**src/rtl/vsp_pkg.sv**
```systemverilog
package vsp_pkg;
    // Serial clock generator states
    typedef enum logic [1:0] {
        SCK_IDLE = 2'd0,
        SCK_HIGH = 2'd1,
        SCK_GAP  = 2'd2
    } sck_state_e;

    localparam int STATUS_W = 8;
endpackage

```
**src/rtl/vsp_bus_decode.sv**
```systemverilog
module vsp_bus_decode (
    input  logic clk,
    input  logic rst,
    input  logic bus_ce,
    input  logic port_sel,
    input  logic bus_wr,
    input  logic bus_word,
    output logic byte_wr,
    output logic word_wr,
    output logic attr_idx_clr
);
    logic access;
    logic clr_q;

    assign access  = port_sel & bus_ce;
    assign byte_wr = access & bus_wr & ~bus_word;
    assign word_wr = access & bus_wr & bus_word;

    always_ff @(posedge clk) begin
        if (rst) clr_q <= 1'b0;
        else     clr_q <= access;
    end

    assign attr_idx_clr = clr_q;

    p_attr_pulse_r10: assert property (@(posedge clk) disable iff (rst)
        (port_sel && bus_ce) |=> attr_idx_clr);
    p_attr_quiet_r10: assert property (@(posedge clk) disable iff (rst)
        !(port_sel && bus_ce) |=> !attr_idx_clr);
endmodule

```
**src/rtl/vsp_sck_fsm.sv**
```systemverilog
module vsp_sck_fsm
    import vsp_pkg::*;
(
    input  logic clk,
    input  logic rst,
    input  logic bus_ce,
    input  logic byte_wr,
    output logic sck
);
    sck_state_e state_q, state_d;

    always_ff @(posedge clk) begin
        if (rst) state_q <= SCK_IDLE;
        else     state_q <= state_d;
    end

    always_comb begin
        state_d = state_q;
        unique case (state_q)
            SCK_IDLE: if (byte_wr) state_d = SCK_HIGH;
            SCK_HIGH: if (bus_ce)  state_d = byte_wr ? SCK_GAP : SCK_IDLE;
            SCK_GAP:  if (bus_ce)  state_d = SCK_HIGH;
            default:               state_d = SCK_IDLE;
        endcase
    end

    always_comb begin
        unique case (state_q)
            SCK_HIGH: sck = 1'b1;
            default:  sck = 1'b0;
        endcase
    end

    p_sck_falls_r5: assert property (@(posedge clk) disable iff (rst)
        (sck && bus_ce) |=> !sck);
    p_sck_holds_r5: assert property (@(posedge clk) disable iff (rst)
        (sck && !bus_ce) |=> sck);
    p_sck_rises_r5: assert property (@(posedge clk) disable iff (rst)
        (state_q == SCK_IDLE && byte_wr) |=> sck);
    p_sck_gap_r6: assert property (@(posedge clk) disable iff (rst)
        (sck && byte_wr) |=> (!sck && state_q == SCK_GAP));
    p_gap_resume_r6: assert property (@(posedge clk) disable iff (rst)
        (state_q == SCK_GAP && bus_ce) |=> sck);
endmodule

```
**src/rtl/vsp_spi_data.sv**
```systemverilog
module vsp_spi_data #(
    parameter int RX_W = 8
) (
    input  logic            clk,
    input  logic            rst,
    input  logic            byte_wr,
    input  logic            word_wr,
    input  logic            mosi_bit,
    input  logic            csel_bit,
    input  logic            spi_miso,
    output logic            spi_mosi,
    output logic            spi_cs_n,
    output logic [RX_W-1:0] rx_byte
);
    always_ff @(posedge clk) begin
        if (rst) begin
            spi_mosi <= 1'b0;
            rx_byte  <= '0;
        end else if (byte_wr) begin
            spi_mosi <= mosi_bit;
            rx_byte  <= {rx_byte[RX_W-2:0], spi_miso};
        end
    end

    always_ff @(posedge clk) begin
        if (rst)          spi_cs_n <= 1'b1;
        else if (word_wr) spi_cs_n <= ~csel_bit;
    end

    p_mosi_load_r4: assert property (@(posedge clk) disable iff (rst)
        byte_wr |=> (spi_mosi == $past(mosi_bit)));
    p_shift_in_r7: assert property (@(posedge clk) disable iff (rst)
        byte_wr |=> (rx_byte == {$past(rx_byte[RX_W-2:0]), $past(spi_miso)}));
    p_csel_r8: assert property (@(posedge clk) disable iff (rst)
        word_wr |=> (spi_cs_n == !$past(csel_bit)));
    p_hold_r9: assert property (@(posedge clk) disable iff (rst)
        !byte_wr |=> ($stable(rx_byte) && $stable(spi_mosi)));
endmodule

```
**src/rtl/vsp_status.sv**
```systemverilog
module vsp_status
    import vsp_pkg::*;
#(
    parameter int RX_W = 8
) (
    input  logic                     clk,
    input  logic                     rst,
    input  logic                     hblank,
    input  logic                     vblank,
    input  logic                     rx_pin,
    input  logic [RX_W-1:0]          rx_byte,
    output logic [RX_W+STATUS_W-1:0] rdata
);
    logic            rx_q;
    logic [STATUS_W-1:0] stat;

    always_ff @(posedge clk) begin
        if (rst) rx_q <= 1'b0;
        else     rx_q <= rx_pin;
    end

    always_comb begin
        stat    = '0;
        stat[0] = hblank | vblank;
        stat[1] = rx_q;
        stat[3] = vblank;
        stat[7] = 1'b1;
    end

    assign rdata = {rx_byte, stat};

    p_rx_lag_r2: assert property (@(posedge clk) disable iff (rst)
        1'b1 |=> (rdata[1] == $past(rx_pin)));
    p_fixed_bits_r3: assert property (@(posedge clk) disable iff (rst)
        (rdata[7] && !rdata[2] && !rdata[4] && !rdata[5] && !rdata[6]));
endmodule

```
**src/rtl/vstat_spi_port.sv**
```systemverilog
module vstat_spi_port #(
    parameter int DATA_W   = 16,
    parameter int MOSI_BIT = 7,
    parameter int CSEL_BIT = 8
) (
    input  logic              clk,
    input  logic              rst,
    input  logic              bus_ce,
    input  logic              port_sel,
    input  logic              bus_wr,
    input  logic              bus_word,
    input  logic [DATA_W-1:0] wdata,
    output logic [DATA_W-1:0] rdata,
    input  logic              hblank,
    input  logic              vblank,
    input  logic              rx_pin,
    input  logic              spi_miso,
    output logic              spi_mosi,
    output logic              spi_sck,
    output logic              spi_cs_n,
    output logic              attr_idx_clr
);
    localparam int RX_W = DATA_W - vsp_pkg::STATUS_W;

    logic byte_wr;
    logic word_wr;
    logic [RX_W-1:0] rx_byte;
    logic wdata_unused;

    assign wdata_unused = ^wdata;

    vsp_bus_decode u_dec (
        .clk          (clk),
        .rst          (rst),
        .bus_ce       (bus_ce),
        .port_sel     (port_sel),
        .bus_wr       (bus_wr),
        .bus_word     (bus_word),
        .byte_wr      (byte_wr),
        .word_wr      (word_wr),
        .attr_idx_clr (attr_idx_clr)
    );

    vsp_sck_fsm u_sck (
        .clk     (clk),
        .rst     (rst),
        .bus_ce  (bus_ce),
        .byte_wr (byte_wr),
        .sck     (spi_sck)
    );

    vsp_spi_data #(.RX_W(RX_W)) u_data (
        .clk      (clk),
        .rst      (rst),
        .byte_wr  (byte_wr),
        .word_wr  (word_wr),
        .mosi_bit (wdata[MOSI_BIT]),
        .csel_bit (wdata[CSEL_BIT]),
        .spi_miso (spi_miso),
        .spi_mosi (spi_mosi),
        .spi_cs_n (spi_cs_n),
        .rx_byte  (rx_byte)
    );

    vsp_status #(.RX_W(RX_W)) u_stat (
        .clk     (clk),
        .rst     (rst),
        .hblank  (hblank),
        .vblank  (vblank),
        .rx_pin  (rx_pin),
        .rx_byte (rx_byte),
        .rdata   (rdata)
    );

    p_csel_byte_r9: assert property (@(posedge clk) disable iff (rst)
        byte_wr |=> $stable(spi_cs_n));
endmodule

```
**config.mk**
```make
export PLATFORM = sky130hd
export DESIGN_NAME = vstat_spi_port
export DESIGN_NICKNAME = d
export VERILOG_FILES = /design/src/rtl/vsp_pkg.sv /design/src/rtl/vsp_bus_decode.sv /design/src/rtl/vsp_sck_fsm.sv /design/src/rtl/vsp_spi_data.sv /design/src/rtl/vsp_status.sv /design/src/rtl/vstat_spi_port.sv
export SDC_FILE = /design/constraint.sdc
export NUM_CORES = 1
export LEC_CHECK = 0
export BUFFER_PORTS_ARGS = -buffer_cell sky130_fd_sc_hd__buf_2
export CAP_MARGIN = 20
export CORE_MARGIN = 2
export CORE_UTILIZATION = 38
export CTS_CLUSTER_DIAMETER = 40
export DETAILED_ROUTE_END_ITERATION = 8
export PLACE_DENSITY = 0.76
export RECOVER_POWER = 50
export SYNTH_ARGS = -nofsm -noshare
export SYNTH_HDL_FRONTEND = slang
export SYNTH_SLANG_ARGS = --single-unit
```
**constraint.sdc**
```tcl
create_clock -name clk -period 1.05 [get_ports clk]
set_clock_uncertainty 0.05 [all_clocks]
set_input_delay 0.21 -clock clk [delete_from_list [all_inputs] [get_ports clk]]
set_output_delay 0.21 -clock clk [all_outputs]
set_load 0.01 [all_outputs]
```
==> flow_metrics.env, run 1 <==
export IMPL_status="finished with violations"
export IMPL_violations="setup timing"
export IMPL_drive_gt1_share_pct=46.0
export IMPL_slew_headroom_pct=64.3
export IMPL_start_util_pct=41.1
export IMPL_finalCritPeriodShare_pct=108
export IMPL_slowest_stage="dfxtp_2"
export IMPL_leakagePower_uw=0.000377
export IMPL_setup_tns_ps=-80.1
export IMPL_gp_congestion=0.647
export IMPL_grt_antenna_before_repair=0
export IMPL_ios=46
export IMPL_ys_seq_elements=14
export IMPL_grt_pass1_wl_um=1650
export IMPL_yosysTopAreaCell="dfxtp_1"
export IMPL_setup_viol=1
export IMPL_grt_total_usage_pct=11.1
export IMPL_critPathLaunchType="flop"
export IMPL_synth_async_reset_ratio_pct=0
export IMPL_synthCells=59
export IMPL_r2r_slack_ps=80
export IMPL_routed_via_count=478
export IMPL_htree_num_levels=1
export IMPL_powerDensity_nw_per_um2=1270
export IMPL_hold_path_class="input port to flop"
export IMPL_synth_area_um2=633
export IMPL_ir_drop_v=0.000707
export IMPL_final_nets=114
export IMPL_cp_slowest_stage_delay_ps=340
export IMPL_avgSynthCellArea_um2=10.7
export IMPL_grt_pass1_vias=411
export IMPL_path_cells="nor2b_4, buf_6"
export IMPL_fin_util_pct=51.6
export IMPL_place_inst=97
export IMPL_drv_slew=0
export IMPL_first_pass_iters=3
export IMPL_max_freq_ghz=0.885
export IMPL_cts_clk_slew_worst_paths_ps=80
export IMPL_synth_top_area_share_pct=44.3
export IMPL_ant_nets=0
export IMPL_r2r_end="u_sck.state_q[0]$_SDFFE_PP0P_"
export IMPL_crit_arrival_ps=870
export IMPL_critical_path_class="flop to output port"
export IMPL_insertion_delay_ps=270
export IMPL_yosysMostFrequentCell="dfxtp_1"
export IMPL_cts_buffers=3
export IMPL_critPathRequiredTime_ps=790
export IMPL_overflow=0
export IMPL_fin_crit_ps=1130
export IMPL_yosys_top_cells_area="dfxtp_1 44%, mux2i_1 17%, nand2b_1 11%, buf_4 8.3%, buf_12 3.2%"
export IMPL_cts_sinks=14
export IMPL_synth_cell_types=17
export IMPL_wl_um=1050
export IMPL_syn2layout_area_growth_pct=25.7
export IMPL_crit_start="u_sck.state_q[0]$_SDFFE_PP0P_"
export IMPL_holdPathEnd="u_stat.rx_q$_SDFF_PP0_"
export IMPL_core_area_um2=1540
export IMPL_setup_ws_ps=-80.1
export IMPL_r2r_start="u_sck.state_q[0]$_SDFFE_PP0P_"
export IMPL_cts_hold_buf=0
export IMPL_synth_warnings=0
export IMPL_crit_family="flip-flops"
export IMPL_first_iter_violations=5
export IMPL_hold_start="rx_pin"
export IMPL_nFillCells=143
export IMPL_rows=14
export IMPL_end_kind="output port"
export IMPL_vias_per_cell=4.64
export IMPL_die_w_um=44.8
export IMPL_cp_buffers_inverters=1
export IMPL_cts_tree="done"
export IMPL_stdcell_count=103
export IMPL_diodes=0
export IMPL_finalHoldViolCount=0
export IMPL_hold_depth=2
export IMPL_worst_path_max_fanout=2
export IMPL_drc=0
export IMPL_cts_root_buf="clkbuf_4"
export IMPL_tightestPinTransition_ps=536
export IMPL_die_h_um=44.8
export IMPL_worstRegToRegCells=2
export IMPL_yosys_most_used_dff="dfxtp_1"
export IMPL_io_buffer_count=26
export IMPL_wl_per_cell_um=10.2
export IMPL_synthTopCellsByCount="14 x dfxtp_1, 11 x mux2i_1, 11 x nand2b_1"
export IMPL_synth_edf_count=0
export IMPL_grt_max_degree=17
export IMPL_dieArea_um2=2010
export IMPL_drv_cap=0
export IMPL_synth_seq_area_share_pct=44.3
export IMPL_rsz0062_at_grt="yes"
export IMPL_cts_path_max_buffers=2
[sequential cells by signal, indices dropped and copies added, names as in the netlist]
name / flops
u_data.rx_byte: 8
u_data.spi_mosi: 1
u_data.spi_cs_n: 1
u_sck.state_q: 2
u_stat.rx_q: 1
u_dec.attr_idx_clr: 1
[final cells by class]
class / instances / area [um2] / share of cell area (%)
tap: 16 / 20.0 / 2.52
inverter: 1 / 3.75 / 0.472
multi-input combinational: 38 / 288 / 36.2
sequential: 14 / 285 / 35.8
timing repair buffer: 30 / 163 / 20.4
clock buffer: 4 / 36.3 / 4.56
[repair_timing]
| action | 4_1_cts | 5_1_grt |
|---|---|---|
| pin swaps | 0 | 0 |
| resized for setup | 5 | 2 |
| buffers inserted | 2 | 0 |
| endpoints found under the setup margin | 1 | 3 |
[cells by family after synthesis]
logic type	after synthesis	share of synthesized area, %
compound gates	2	3.16
buf+inv	10	12.8
flops	14	44.3
mux	11	17.4
other cells	2	1.19
simple gates	20	21.1
[worst max-delay path by stage]
stage	end	slack, ps	cells after the start
floorplan	u_data.rx_byte[0]$_SDFFE_PP0P_	110	3
global placement	u_data.rx_byte[2]$_SDFFE_PP0P_	-60	3
detailed placement	u_data.rx_byte[4]$_SDFFE_PP0P_	-70	3
CTS	spi_sck	-80	2
global route	spi_sck	-120	2
finish	spi_sck	-80	2
[worst register-to-register path: cells and delay by family, from the launching register on]
| kind | cells | cell delay, ps |
|---|---|---|
| DFF | 1 | 330 |
| AOI/OAI and AO/OA | 1 | 350 |
| buffers and inverters | 1 | 130 |
[layout by cell type (no fill, tap or decap), drive strengths merged]
cell type,instances
inv,1
nor4b,1
nand4,1
buf,27
nor2,1
and3,1
nand2b,11
or2,1
and4b,1
conb,5
dfxtp,14
clkbuf,7
a31o,1
nor2b,3
mux2i,11
o311a,1
[power breakdown]
part | internal (uW) | switching, uW | total, uW
Sequential | 538 | 2.89 | 541
Clock | 211 | 163 | 374
Combinational | 51.9 | 47.2 | 99.1
Total | 801 | 213 | 1010
[metrics by stage]
stage               setup slack [ps]  total power [uW]  hold slack [ps]  cell area (um2)
global placement               -56.6               645              374              732
global route                    -123              1070              109              796
floorplan                        110               627              288              644
finish                         -80.1              1010             96.6              796
CTS                            -80.1              1030             88.8              800
detailed placement             -67.5               647              381              732
[per-layer routing]
| metal | vias to the layer above | GRT usage (%) | wire length (um) |
|---|---|---|---|
| met2 | 22 | 19.4 | 503 |
| li1 | 241 | - | - |
| met5 | - | 0 | 0 |
| met3 | 0 | 6.00 | 97 |
| met1 | 215 | 12.7 | 454 |
| met4 | 0 | 0 | 0 |
No activity file was read; power rests on OpenSTA's default activity.
==> run 2, diff against run 1 <==
--- a/config.mk
+++ b/config.mk
@@ -7,7 +7,7 @@
 export LEC_CHECK = 0
 export BUFFER_PORTS_ARGS = -buffer_cell sky130_fd_sc_hd__buf_2
 export CAP_MARGIN = 20
-export CORE_MARGIN = 2
+export CORE_MARGIN = 5
 export CORE_UTILIZATION = 38
 export CTS_CLUSTER_DIAMETER = 40
 export DETAILED_ROUTE_END_ITERATION = 8
==> run 2 against run 1 <==
- global-route usage down 2.0 points
- register-to-register slack barely moved
- cell count is 1.9% lower
- first-iteration DRC count rose by 40%
- clock power shrank 23%
- final area fell by 2.8%
- clock-buffer cell count is 1 lower
- critical endpoint unchanged
- flip-flop and latch count unchanged
- largest cell class unchanged
- fmax is 1.6% higher
- the flow still finishes with violations (setup timing)
==> flow_metrics.env, run 2 (synthesis results as in run 1) <==
export IMPL_grt_pass1_vias=459
export IMPL_hold_slack_ps=99.7
export IMPL_slew_headroom_pct=65.7
export IMPL_finalHoldViolCount=0
export IMPL_critPathRequiredTime_ps=790
export IMPL_drc=0
export IMPL_cts_buffers=3
export IMPL_final_nets=113
export IMPL_critical_path_class="flop to output port"
export IMPL_diodes=0
export IMPL_io_buffer_count=26
export IMPL_wl_per_cell_um=11.4
export IMPL_powerDensity_nw_per_um2=1200
export IMPL_setup_viol=1
export IMPL_worstRegToRegCells=3
export IMPL_core_area_um2=1540
export IMPL_worst_path_max_fanout=4
export IMPL_gp_congestion=0.719
export IMPL_ir_drop_v=0.000808
export IMPL_status="finished with violations"
export IMPL_overflow=0
export IMPL_end_kind="output port"
export IMPL_hold_depth=2
export IMPL_ios=46
export IMPL_setup_ws_ps=-62.5
export IMPL_cts_sinks=14
export IMPL_leakagePower_uw=0.000366
export IMPL_drv_cap=0
export IMPL_first_pass_iters=3
export IMPL_rows=14
export IMPL_insertion_delay_ps=270
export IMPL_cts_path_max_buffers=2
export IMPL_start_util_pct=41.1
export IMPL_cts_clk_slew_worst_paths_ps=80
export IMPL_vias_per_cell=4.71
export IMPL_setup_tns_ps=-62.5
export IMPL_largest_reg_flops=8
export IMPL_grt_pass1_wl_um=1840
export IMPL_crit_arrival_ps=850
export IMPL_grt_antenna_before_repair=0
export IMPL_routed_via_count=476
export IMPL_cts_tree="done"
export IMPL_cts_root_buf="clkbuf_4"
export IMPL_finalCritPeriodShare_pct=106
export IMPL_cts_hold_buf=0
export IMPL_critPathLaunchType="flop"
export IMPL_grt_total_usage_pct=9.02
export IMPL_place_hpwl_um=886
export IMPL_fin_crit_ps=1110
export IMPL_top_regs="u_data.rx_byte: 8 flops, u_sck.state_q: 2 flops"
export IMPL_slowest_stage="dfxtp_2"
export IMPL_ant_nets=0
export IMPL_power_uw=926
export IMPL_path_cells="nor2b_4, buf_6"
export IMPL_violations="setup timing"
export IMPL_die_w_um=50.8
export IMPL_tightestPinTransition_ps=515
export IMPL_final_cell_mix="23 x buf_2, 12 x dfxtp_1, 11 x nand2b_1, 11 x mux2i_1, 5 x conb_1"
export IMPL_regMostFlops="u_data.rx_byte"
export IMPL_cp_num_cells=2
export IMPL_die_h_um=50.8
export IMPL_max_freq_ghz=0.899
export IMPL_syn2layout_area_growth_pct=22.1
export IMPL_grt_max_degree=17
export IMPL_cp_buffers_inverters=1
export IMPL_layout_commonest_cell="buf_2"
export IMPL_htree_num_levels=1
export IMPL_dieArea_um2=2580
export IMPL_rsz0062_at_grt="yes"
export IMPL_hold_path_class="input port to flop"
export IMPL_wl_um=1150
export IMPL_cp_slowest_stage_delay_ps=350
export IMPL_drv_slew=0
export IMPL_first_iter_violations=7
export IMPL_drive_gt1_share_pct=43.5
export IMPL_crit_family="flip-flops"
[run 2: changes by cell type in the layout (fill, tap and decap cells not counted)]
cell      change
buf_2         +1
buf_4         -1
clkbuf_1      -1
clkbuf_8      -1
dfxtp_1       +2
dfxtp_2       -2
[run 2: through the flow]
stage | worst slack (ps) | instances | utilization (%) | cell area, um2
final | -62.5 | 101 | 50.2 | 773
after global routing | -116 | 101 | 50.2 | 773
after CTS | -79.8 | 101 | 50.5 | 778
after detailed placement | -76.7 | 97 | 47.5 | 732
after global placement | -49.5 | 97 | 47.5 | 732
after floorplan | 110 | 62 | - | 644
[run 2: where the power goes]
group	total (uW)	internal, uW	switching, uW
Combinational	97.4	50.8	46.5
Clock	288	132	155
Sequential	541	538	2.63
[run 2: final timing paths]
check | start | to | slack (ps)
max reg2reg | u_sck.state_q[0]$_SDFFE_PP0P_ | u_sck.state_q[1]$_SDFFE_PP0P_ | 70
max | u_sck.state_q[1]$_SDFFE_PP0P_ | spi_sck | -60
min reg2reg | u_data.spi_mosi$_SDFFE_PP0P_ | u_data.spi_mosi$_SDFFE_PP0P_ | 420
min | rx_pin | u_stat.rx_q$_SDFF_PP0_ | 100
[run 2: metal layers]
metal / global-route usage, % / up-vias / wire length [um]
met4: 2.55 / 0 / 0
met1: 9.24 / 221 / 442
li1: - / 238 / -
met3: 3.78 / 0 / 115
met5: 0 / - / 0
met2: 16.5 / 17 / 592
[run 2: cell type report]
type / count / area [um2]
Fill cell: 151 / 768
Multi-Input combinational cell: 38 / 288
Sequential cell: 14 / 283
Timing Repair Buffer: 29 / 156
Clock buffer: 3 / 22.5
Tap cell: 16 / 20.0
Inverter: 1 / 3.75
[run 2: repair_timing]
item	in CTS	in global routing
pin swaps	0	0
setup buffers	1	0
gates resized for setup	5	0
endpoints found under the setup margin	1	1
